[config.mk]
export PLATFORM = sky130hd
export DESIGN_NAME = sync_code_inserter
export DESIGN_NICKNAME = d
export VERILOG_FILES = /design/src/rtl/sci_pkg.sv /design/src/rtl/sci_delay.sv /design/src/rtl/sci_seq.sv /design/src/rtl/sync_code_inserter.sv
export SDC_FILE = /design/constraint.sdc
export NUM_CORES = 1
export LEC_CHECK = 0
export CAP_MARGIN = 20
export CORE_UTILIZATION = 44
export CTS_CLUSTER_DIAMETER = 40
export DETAILED_ROUTE_END_ITERATION = 6
export DONT_BUFFER_PORTS = 1
export GPL_TIMING_DRIVEN = 0
export PLACE_DENSITY = 0.63
export SLEW_MARGIN = 40
export SYNTH_ARGS = -nofsm -noshare
export SYNTH_HDL_FRONTEND = slang
export SYNTH_HIERARCHICAL = 1
export SYNTH_SLANG_ARGS = --single-unit
[constraint.sdc]
create_clock -name clk -period 4.1 [get_ports clk]
set_input_delay 0.82 -clock clk [delete_from_list [all_inputs] [get_ports clk]]
set_output_delay 0.82 -clock clk [all_outputs]
set_load 0.05 [all_outputs]
[src/rtl/sci_pkg.sv]
package sci_pkg;

    localparam int BYTE_W   = 8;
    localparam int CODE_LEN = 4;
    localparam int LAT      = CODE_LEN + 1;
    localparam int CNT_W    = $clog2(CODE_LEN);

    typedef struct packed {
        logic [BYTE_W-1:0] data;
        logic              hwin;
        logic              vblank;
        logic              last;
    } beat_t;

    typedef enum logic {
        CK_START = 1'b0,
        CK_END   = 1'b1
    } code_kind_e;

    typedef enum logic {
        DIALECT_MARK   = 1'b0,
        DIALECT_STATUS = 1'b1
    } dialect_e;

    // Final byte of a word for the chosen dialect.
    function automatic logic [BYTE_W-1:0] code_word(
        input dialect_e   d,
        input code_kind_e k,
        input logic       blank,
        input logic       frame_edge
    );
        logic [BYTE_W-1:0] w;
        if (d == DIALECT_MARK) begin
            w = {{(BYTE_W-2){1'b0}}, frame_edge, k == CK_END};
        end else begin
            w = {1'b1, 1'b0, blank, k == CK_END, {(BYTE_W-4){1'b0}}};
        end
        return w;
    endfunction

    // Leading bytes of every word: all ones, then zeros.
    function automatic logic [BYTE_W-1:0] preamble(input logic [CNT_W-1:0] idx);
        return (idx == '0) ? {BYTE_W{1'b1}} : {BYTE_W{1'b0}};
    endfunction

endpackage

[src/rtl/sci_delay.sv]
module sci_delay
    import sci_pkg::*;
#(
    parameter int DEPTH = LAT
) (
    input  logic  clk,
    input  logic  rst,
    input  beat_t din,
    output logic  head_hwin,
    output logic  pre_tail_hwin,
    output beat_t tail
);
    beat_t stage [DEPTH];

    for (genvar k = 0; k < DEPTH; k++) begin : g_stage
        if (k == 0) begin : g_first
            always_ff @(posedge clk) begin
                if (rst) stage[k] <= '0;
                else     stage[k] <= din;
            end
        end else begin : g_next
            always_ff @(posedge clk) begin
                if (rst) stage[k] <= '0;
                else     stage[k] <= stage[k-1];
            end
        end
    end

    assign head_hwin     = stage[0].hwin;
    assign pre_tail_hwin = stage[DEPTH-2].hwin;
    assign tail          = stage[DEPTH-1];
endmodule

[src/rtl/sci_seq.sv]
module sci_seq
    import sci_pkg::*;
(
    input  logic              clk,
    input  logic              rst,
    input  logic              arm_start,
    input  logic              arm_end,
    input  logic [BYTE_W-1:0] start_word,
    input  logic [BYTE_W-1:0] end_word,
    output logic              busy,
    output logic [BYTE_W-1:0] word_out
);
    localparam logic [CNT_W-1:0] LAST = CNT_W'(CODE_LEN - 1);

    logic [CNT_W-1:0]  cnt;
    logic [BYTE_W-1:0] code_q;
    logic              arm;

    assign arm = arm_start | arm_end;

    always_ff @(posedge clk) begin
        if (rst) begin
            busy   <= 1'b0;
            cnt    <= '0;
            code_q <= '0;
        end else if (arm) begin
            busy   <= 1'b1;
            cnt    <= '0;
            code_q <= arm_end ? end_word : start_word;
        end else if (busy) begin
            if (cnt == LAST) busy <= 1'b0;
            else             cnt  <= cnt + 1'b1;
        end
    end

    assign word_out = (cnt == LAST) ? code_q : preamble(cnt);

    // a word walks its slots one per cycle without gaps
    assert_slot_step_R1: assert property (@(posedge clk) disable iff (rst)
        busy && cnt != LAST && !arm |=> busy && cnt == $past(cnt) + 1'b1);

    // a word only ends after its final slot
    assert_full_length_R1: assert property (@(posedge clk) disable iff (rst)
        $fell(busy) |-> $past(cnt) == LAST);

    // a new word is only armed when the previous one is over or on its last byte
    assert_arm_idle_R10: assert property (@(posedge clk) disable iff (rst)
        arm |-> (!busy || cnt == LAST) && !(arm_start && arm_end));
endmodule

[src/rtl/sync_code_inserter.sv]
module sync_code_inserter
    import sci_pkg::*;
(
    input  logic              clk,
    input  logic              rst,
    input  logic              ins_en,
    input  logic              code_sel,
    input  logic [BYTE_W-1:0] in_byte,
    input  logic              in_hwin,
    input  logic              in_vblank,
    input  logic              in_first,
    input  logic              in_last,
    output logic [BYTE_W-1:0] out_byte,
    output logic              out_code
);
    beat_t             in_beat;
    beat_t             tail;
    logic              head_hwin;
    logic              pre_tail_hwin;
    logic              start_go;
    logic              end_go;
    logic              busy;
    logic [BYTE_W-1:0] start_word;
    logic [BYTE_W-1:0] end_word;
    logic [BYTE_W-1:0] seq_word;
    dialect_e          dialect;

    assign dialect = dialect_e'(code_sel);
    assign in_beat = '{data: in_byte, hwin: in_hwin, vblank: in_vblank, last: in_last};

    sci_delay #(.DEPTH(LAT)) u_delay (
        .clk           (clk),
        .rst           (rst),
        .din           (in_beat),
        .head_hwin     (head_hwin),
        .pre_tail_hwin (pre_tail_hwin),
        .tail          (tail)
    );

    // Window opens at the input: word fills the four slots before pixel 1 leaves.
    assign start_go = ins_en && in_hwin && !head_hwin
                      && (dialect == DIALECT_STATUS || !in_vblank);
    // Window closes at the tail: last pixel is leaving now.
    assign end_go   = ins_en && tail.hwin && !pre_tail_hwin
                      && (dialect == DIALECT_STATUS || !tail.vblank);

    assign start_word = code_word(dialect, CK_START, in_vblank, in_first);
    assign end_word   = code_word(dialect, CK_END, tail.vblank, tail.last);

    sci_seq u_seq (
        .clk        (clk),
        .rst        (rst),
        .arm_start  (start_go),
        .arm_end    (end_go),
        .start_word (start_word),
        .end_word   (end_word),
        .busy       (busy),
        .word_out   (seq_word)
    );

    always_comb begin
        if (!ins_en)   out_byte = in_byte;
        else if (busy) out_byte = seq_word;
        else           out_byte = tail.data;
    end
    assign out_code = ins_en && busy;

    // every word opens with the all-ones byte
    assert_word_lead_R1: assert property (@(posedge clk) disable iff (rst)
        $rose(out_code) && ins_en |-> out_byte == 8'hFF);

    // status dialect code bytes carry bit7 set and a clear low nibble
    assert_status_form_R7: assert property (@(posedge clk) disable iff (rst)
        $fell(out_code) && ins_en && code_sel && $past(code_sel)
        |-> $past(out_byte[7]) && $past(out_byte[3:0]) == 4'h0);

    // marker dialect code bytes stay within the four defined markers
    assert_mark_range_R4: assert property (@(posedge clk) disable iff (rst)
        $fell(out_code) && ins_en && !code_sel && !$past(code_sel)
        |-> $past(out_byte) <= 8'h03);

    // nothing is inserted in the first cycle after reset
    assert_reset_quiet_R9: assert property (@(posedge clk)
        $past(rst) && !rst |-> !out_code);
endmodule

# After elaboration in Yosys (flattened, before gate mapping)
# Memories as Yosys holds them, arrays and structs flattened.
# Index checks and enable logic that the tools add are counted.
dict set report classes {
  n_reduce_logical 16
  muxes 18
  eq_ne 1
  addsub 1
  bitwise 7
}
# cell count
set op_table {}
lappend op_table {{$mux 8} 7}
lappend op_table {{$mux 11} 5}
lappend op_table {{$logic_and 1x1->1} 7}
lappend op_table {{$mux 1} 6}
lappend op_table {{$or 1x1->1} 6}
lappend op_table {{$logic_not 1->1} 4}
lappend op_table {{$add 2x1->2 const B} 1}
lappend op_table {{$eq 2x2->1 const B} 1}
lappend op_table {{$logic_not 2->1} 1}
lappend op_table {{$logic_or 1x1->1} 2}
lappend op_table {{$reduce_and 2->1} 1}
lappend op_table {{$reduce_or 2->1} 1}
lappend op_table {{$not 1->1} 1}
dict set report word_totals {
  elab_cells 47
  reg_bits 11
  mem_bits_rw 55
  memories 1
  input_bits 16
  out_inout_bits 9
}
# name words word_bits rd rd_clocked_by_memory_dff write_ports line
set memory_table {}
lappend memory_table {u_delay.stage 5 11 5 0 5 sci_delay.sv:13} ;# beat_t stage [DEPTH];

# Logic depth before layout (Yosys ltp)
dict set report logic_depth {
  ltp_word 5
  mapped_depth 7
  ltp_nobuf 6
}

# Hierarchy
# The synthesis kept the hierarchy.
# module instances seq_area_each_um2 cells_each area_each_um2
set modules_own_cells {}
lappend modules_own_cells {sci_delay 1 1101.1 116 1602.8}
lappend modules_own_cells {sci_seq 1 220.2 68 635.6}
lappend modules_own_cells {sync_code_inserter 1 0.0 38 247.7}

# Worst setup path after synthesis
# Ideal clock, no wire load.
dict set report synth_timing {
  path_type {in2out}
  start {input ins_en}
  end {output out_byte[4]}
  path_stages 4
  slack_ps 1400
  t_arrival_ps 1880
  n_path_buf 2
  required_ps 3280
  cell_sequence {buf_4 buf_6 nor2_1 a21oi_1}
}
dict set report synth_between {
  elab_chain_len 1
}
# item line
set synth_rtl {}
lappend synth_rtl {{start, declared} sync_code_inserter.sv:6} ;# input logic ins_en,
lappend synth_rtl {{$mux 8} sync_code_inserter.sv:62} ;# if (!ins_en) out_byte = in_byte;
lappend synth_rtl {{end, declared} sync_code_inserter.sv:13} ;# output logic [BYTE_W-1:0] out_byte,
# Every way passes these cells.

# Worst setup path after layout
dict set report layout_timing {
  start {register u_seq.cnt[0]}
  end {output out_byte[4]}
}
dict set report layout_between {
  elab_chain_len 5
  elab_cells_between_ends 6
  cone_classes {1 x eq/ne; 4 x mux; 1 x reduce/logical}
}
# item line
set layout_rtl {}
lappend layout_rtl {{start, declared} sci_seq.sv:15} ;# logic [CNT_W-1:0] cnt;
lappend layout_rtl {{start signal, assigned} sci_seq.sv:32} ;# else cnt <= cnt + 1'b1;
lappend layout_rtl {{$logic_not 2->1} sci_pkg.sv:43} ;# return (idx == '0) ? {BYTE_W{1'b1}} : {BYTE_W{1'b0}};
lappend layout_rtl {{$mux 8} sci_pkg.sv:43}
lappend layout_rtl {{$mux 8 *} sci_seq.sv:36} ;# assign word_out = (cnt == LAST) ? code_q : preamble(cnt);
lappend layout_rtl {{net seq_word[4]} sync_code_inserter.sv:25} ;# logic [BYTE_W-1:0] seq_word;
lappend layout_rtl {{$mux 8 *} sync_code_inserter.sv:63} ;# else if (busy) out_byte = seq_word;
lappend layout_rtl {{$mux 8 *} sync_code_inserter.sv:62}
# Mark *: on every way through the listed nets, which the timed path passes. The rest lies on a longest branch.

==> impl_metrics.yaml <==
timing:
  setup_viol: 0
  hold_viol_final: 0
  relSlewSlack_pct: 57.4
  tns_ns: 0
  max_clock_freq_mhz: 353
  maxSlewViolCount: 0
  worst_pin_slew_ns: 0.640
  skew_ns: 0.00324
  rsz0062_at_grt: "no"
  fin_crit_sh_pct: 69.1
  timing.final.crit_period_ns: 2.83
detailed_routing:
  wl_microns: 4140
  routedWlPerCell_microns: 13.1
  drc: 0
  drt-pass1-iter-count: 7
  first_iter_violations: 41
  num_vias: 1387
  drt-vias-per-instance: 4.38
  ant_nets: 0
clock_tree:
  cts_buffers: 9
  clk_pin_slew_ns: 0.06
  cts_sinks: 66
  h-tree-depth: 3
  insertion_delay_ns: 0.32
  cts_buffer_depth: 2
  cts_hold_buf: 0
  clock-root-buffer: "clkbuf_8"
  post-cts-setup-buffers: 0
  cts_tree: "yes"
  cts_resized: 0
final_layout:
  drive_gt1_share_pct: 34.3
  antenna_cells: 0
  nNetsFinal: 258
  synthToLayoutAreaGrowth_pct: 14.6
logic_synthesis:
  ys_async_sr_fraction_pct: 0
  netlist_area_sq_um: 2490
  post-synth-top-area-cell: "dfxtp_1"
  yosysWarnings: 6
  yosys.cell_types.count: 25
  synth_edf_count: 0
  synthFlopType: "dfxtp_1"
  syn_inst: 222
  synth_most_common_cell: "dfxtp_1"
  yosysSeqAreaShare_pct: 53.1
  synth-seq-cells: 66
  yosysTopAreaCellShare_pct: 53.1
  avgSynthCellArea_sq_um: 11.2
  synthTopCellsByCount: "dfxtp_1, nor2b_2, nor2b_1"
  yosys-top-cells-area: "dfxtp_1, nor2b_2, mux2i_1"
pwr:
  intPower_w: 0.00106
  swShare_pct: 22.7
  power_frac_seq_pct: 48.6
  clkPwrFrac_pct: 42.6
  finalPower_w: 0.00137
  p_comb_share_pct: 8.8
  p_sw_w: 0.000312
  leakage_nw: 1.09
  pwr_density_cell_nw_per_um2: 482
  peakVddDrop_uv: 214
job:
  cap_violations: 0
global_routing:
  grt_pass1_wl_microns: 6910
  grt_use_total_pct: 15.7
  antenna_found_initial: 0
  grt-ovfl-total: 0
  grt_pass1_vias: 1415
  grt_start_max_net_pins: 12
floorplanning:
  die_x_microns: 77.2
  die_y_microns: 77.2
  ios: 25
  core_sq_um: 5470
  die_area_sq_um: 5960
  initial_utilization_pct: 45.4
  fp-row-count: 27
setup_path:
  required_ns: 3.28
  crit_fanout: 10
  startpoint_type: "flop"
  critPathKind: "reg2out"
  endpoint_kind: "output pin"
  arrival_ns: 2.01
place:
  io_buffer_count: 0
  place_hpwl_microns: 2740
  gp_congestion: 0.770
run_status:
  status: "finished clean"
worst_hold_path:
  hold_path_class: "reg2reg"
==> path summary, 6_finish.rpt <==
check / start / endpoint / slack, ns / cells past startpoint
setup / recovery: u_seq/cnt[0]$_SDFFE_PP0P_ / out_byte[4] / 1.27 / 7
hold / removal: u_delay/stage[2][3]$_SDFF_PP0_ / u_delay/stage[3][3]$_SDFF_PP0_ / 0.43 / 1
setup reg to reg: u_delay/stage[0][2]$_SDFF_PP0_ / u_seq/code_q[3]$_SDFFE_PP0P_ / 2.55 / 5
hold reg to reg: u_delay/stage[2][3]$_SDFF_PP0_ / u_delay/stage[3][3]$_SDFF_PP0_ / 0.43 / 1
==> sequential cells by signal, indices dropped and copies added (netlist names) <==
name	count
u_delay/stage	55
u_seq/busy	1
u_seq/cnt	2
u_seq/code_q	8
==> cell usage in the layout, fill, tap and decap left out, drive strengths merged <==
cell and instances:
a211oi 2, a21oi 8, and2 3, buf 13, bufinv 2, clkbuf 11
clkinv 4, conb 8, dfxtp 66, ha 2, inv 3, mux2 8
mux2i 17, nand2 18, nand2b 1, nor2 17, nor2b 58, nor3 1
nor4 2, xnor2 1
==> kinds of logic (layout without fill, tap and decap cells) <==
kind of cell               after synthesis  count (layout)  share of synthesized area, %
other                                    1               8                         0.151
adders and majority gates                2               2                          1.01
AOI/OAI and AO/OA                       10              10                          2.42
xor gates and xnor gates                 1               1                         0.352
and+or+nand+nor                        100             100                          25.6
DFF                                     66              66                          53.1
muxes                                   25              25                          11.5
buffers and inverters                   17              33                          5.84
==> power groups by stage <==
stage,logic (W),clock network [W],registers (W)
final,0.000121,0.000586,0.000667
after global routing,0.000130,0.000635,0.000668
after CTS,0.000123,0.000605,0.000667
after detailed placement,0.000122,0,0.000681
after global placement,0.000117,0,0.000681
after floorplan,0.000101,0,0.000680
==> worst max-delay path, stage by stage, from the launching register on <==
cell and delay, ns:
dfxtp_1 0.33, ha_1 0.21, buf_6 0.15, nand2b_1 0.13, buf_2 0.17, nand2_1 0.08, mux2i_1 0.10, a21oi_2 0.52
==> through the flow <==
stage | worst slack [ns] | std cells | hold WS, ns | cell area (sq um) | util [%]
after floorplan | 1.40 | 229 | 0.414 | 2510 | -
after global placement | 1.23 | 301 | 0.416 | 2600 | 47.6
after detailed placement | 1.52 | 301 | 0.423 | 2630 | 48.1
after CTS | 1.22 | 317 | 0.439 | 2850 | 52.1
after global routing | 1.14 | 317 | 0.453 | 2850 | 52.1
final | 1.27 | 317 | 0.434 | 2850 | 52.1
==> final cells by class <==
type | instances | area, sq um
fillers | 522 | 2620
flip-flops and latches | 66 | 1320
well taps | 72 | 90.1
plain buffers | 14 | 134
multi-input cells | 146 | 1080
clock inverters | 6 | 80.1
clock buffers | 10 | 138
inverters | 3 | 11.3
==> metal layers <==
layer | global-route usage, % | wire (microns) | up-vias
li1 | - | - | 724
met1 | 19.1 | 2070 | 639
met2 | 24.6 | 1880 | 20
met3 | 4.64 | 133 | 4
met4 | 8.49 | 52 | 0
met5 | 0 | 0 | -
(Power assumes the default switching activity.)
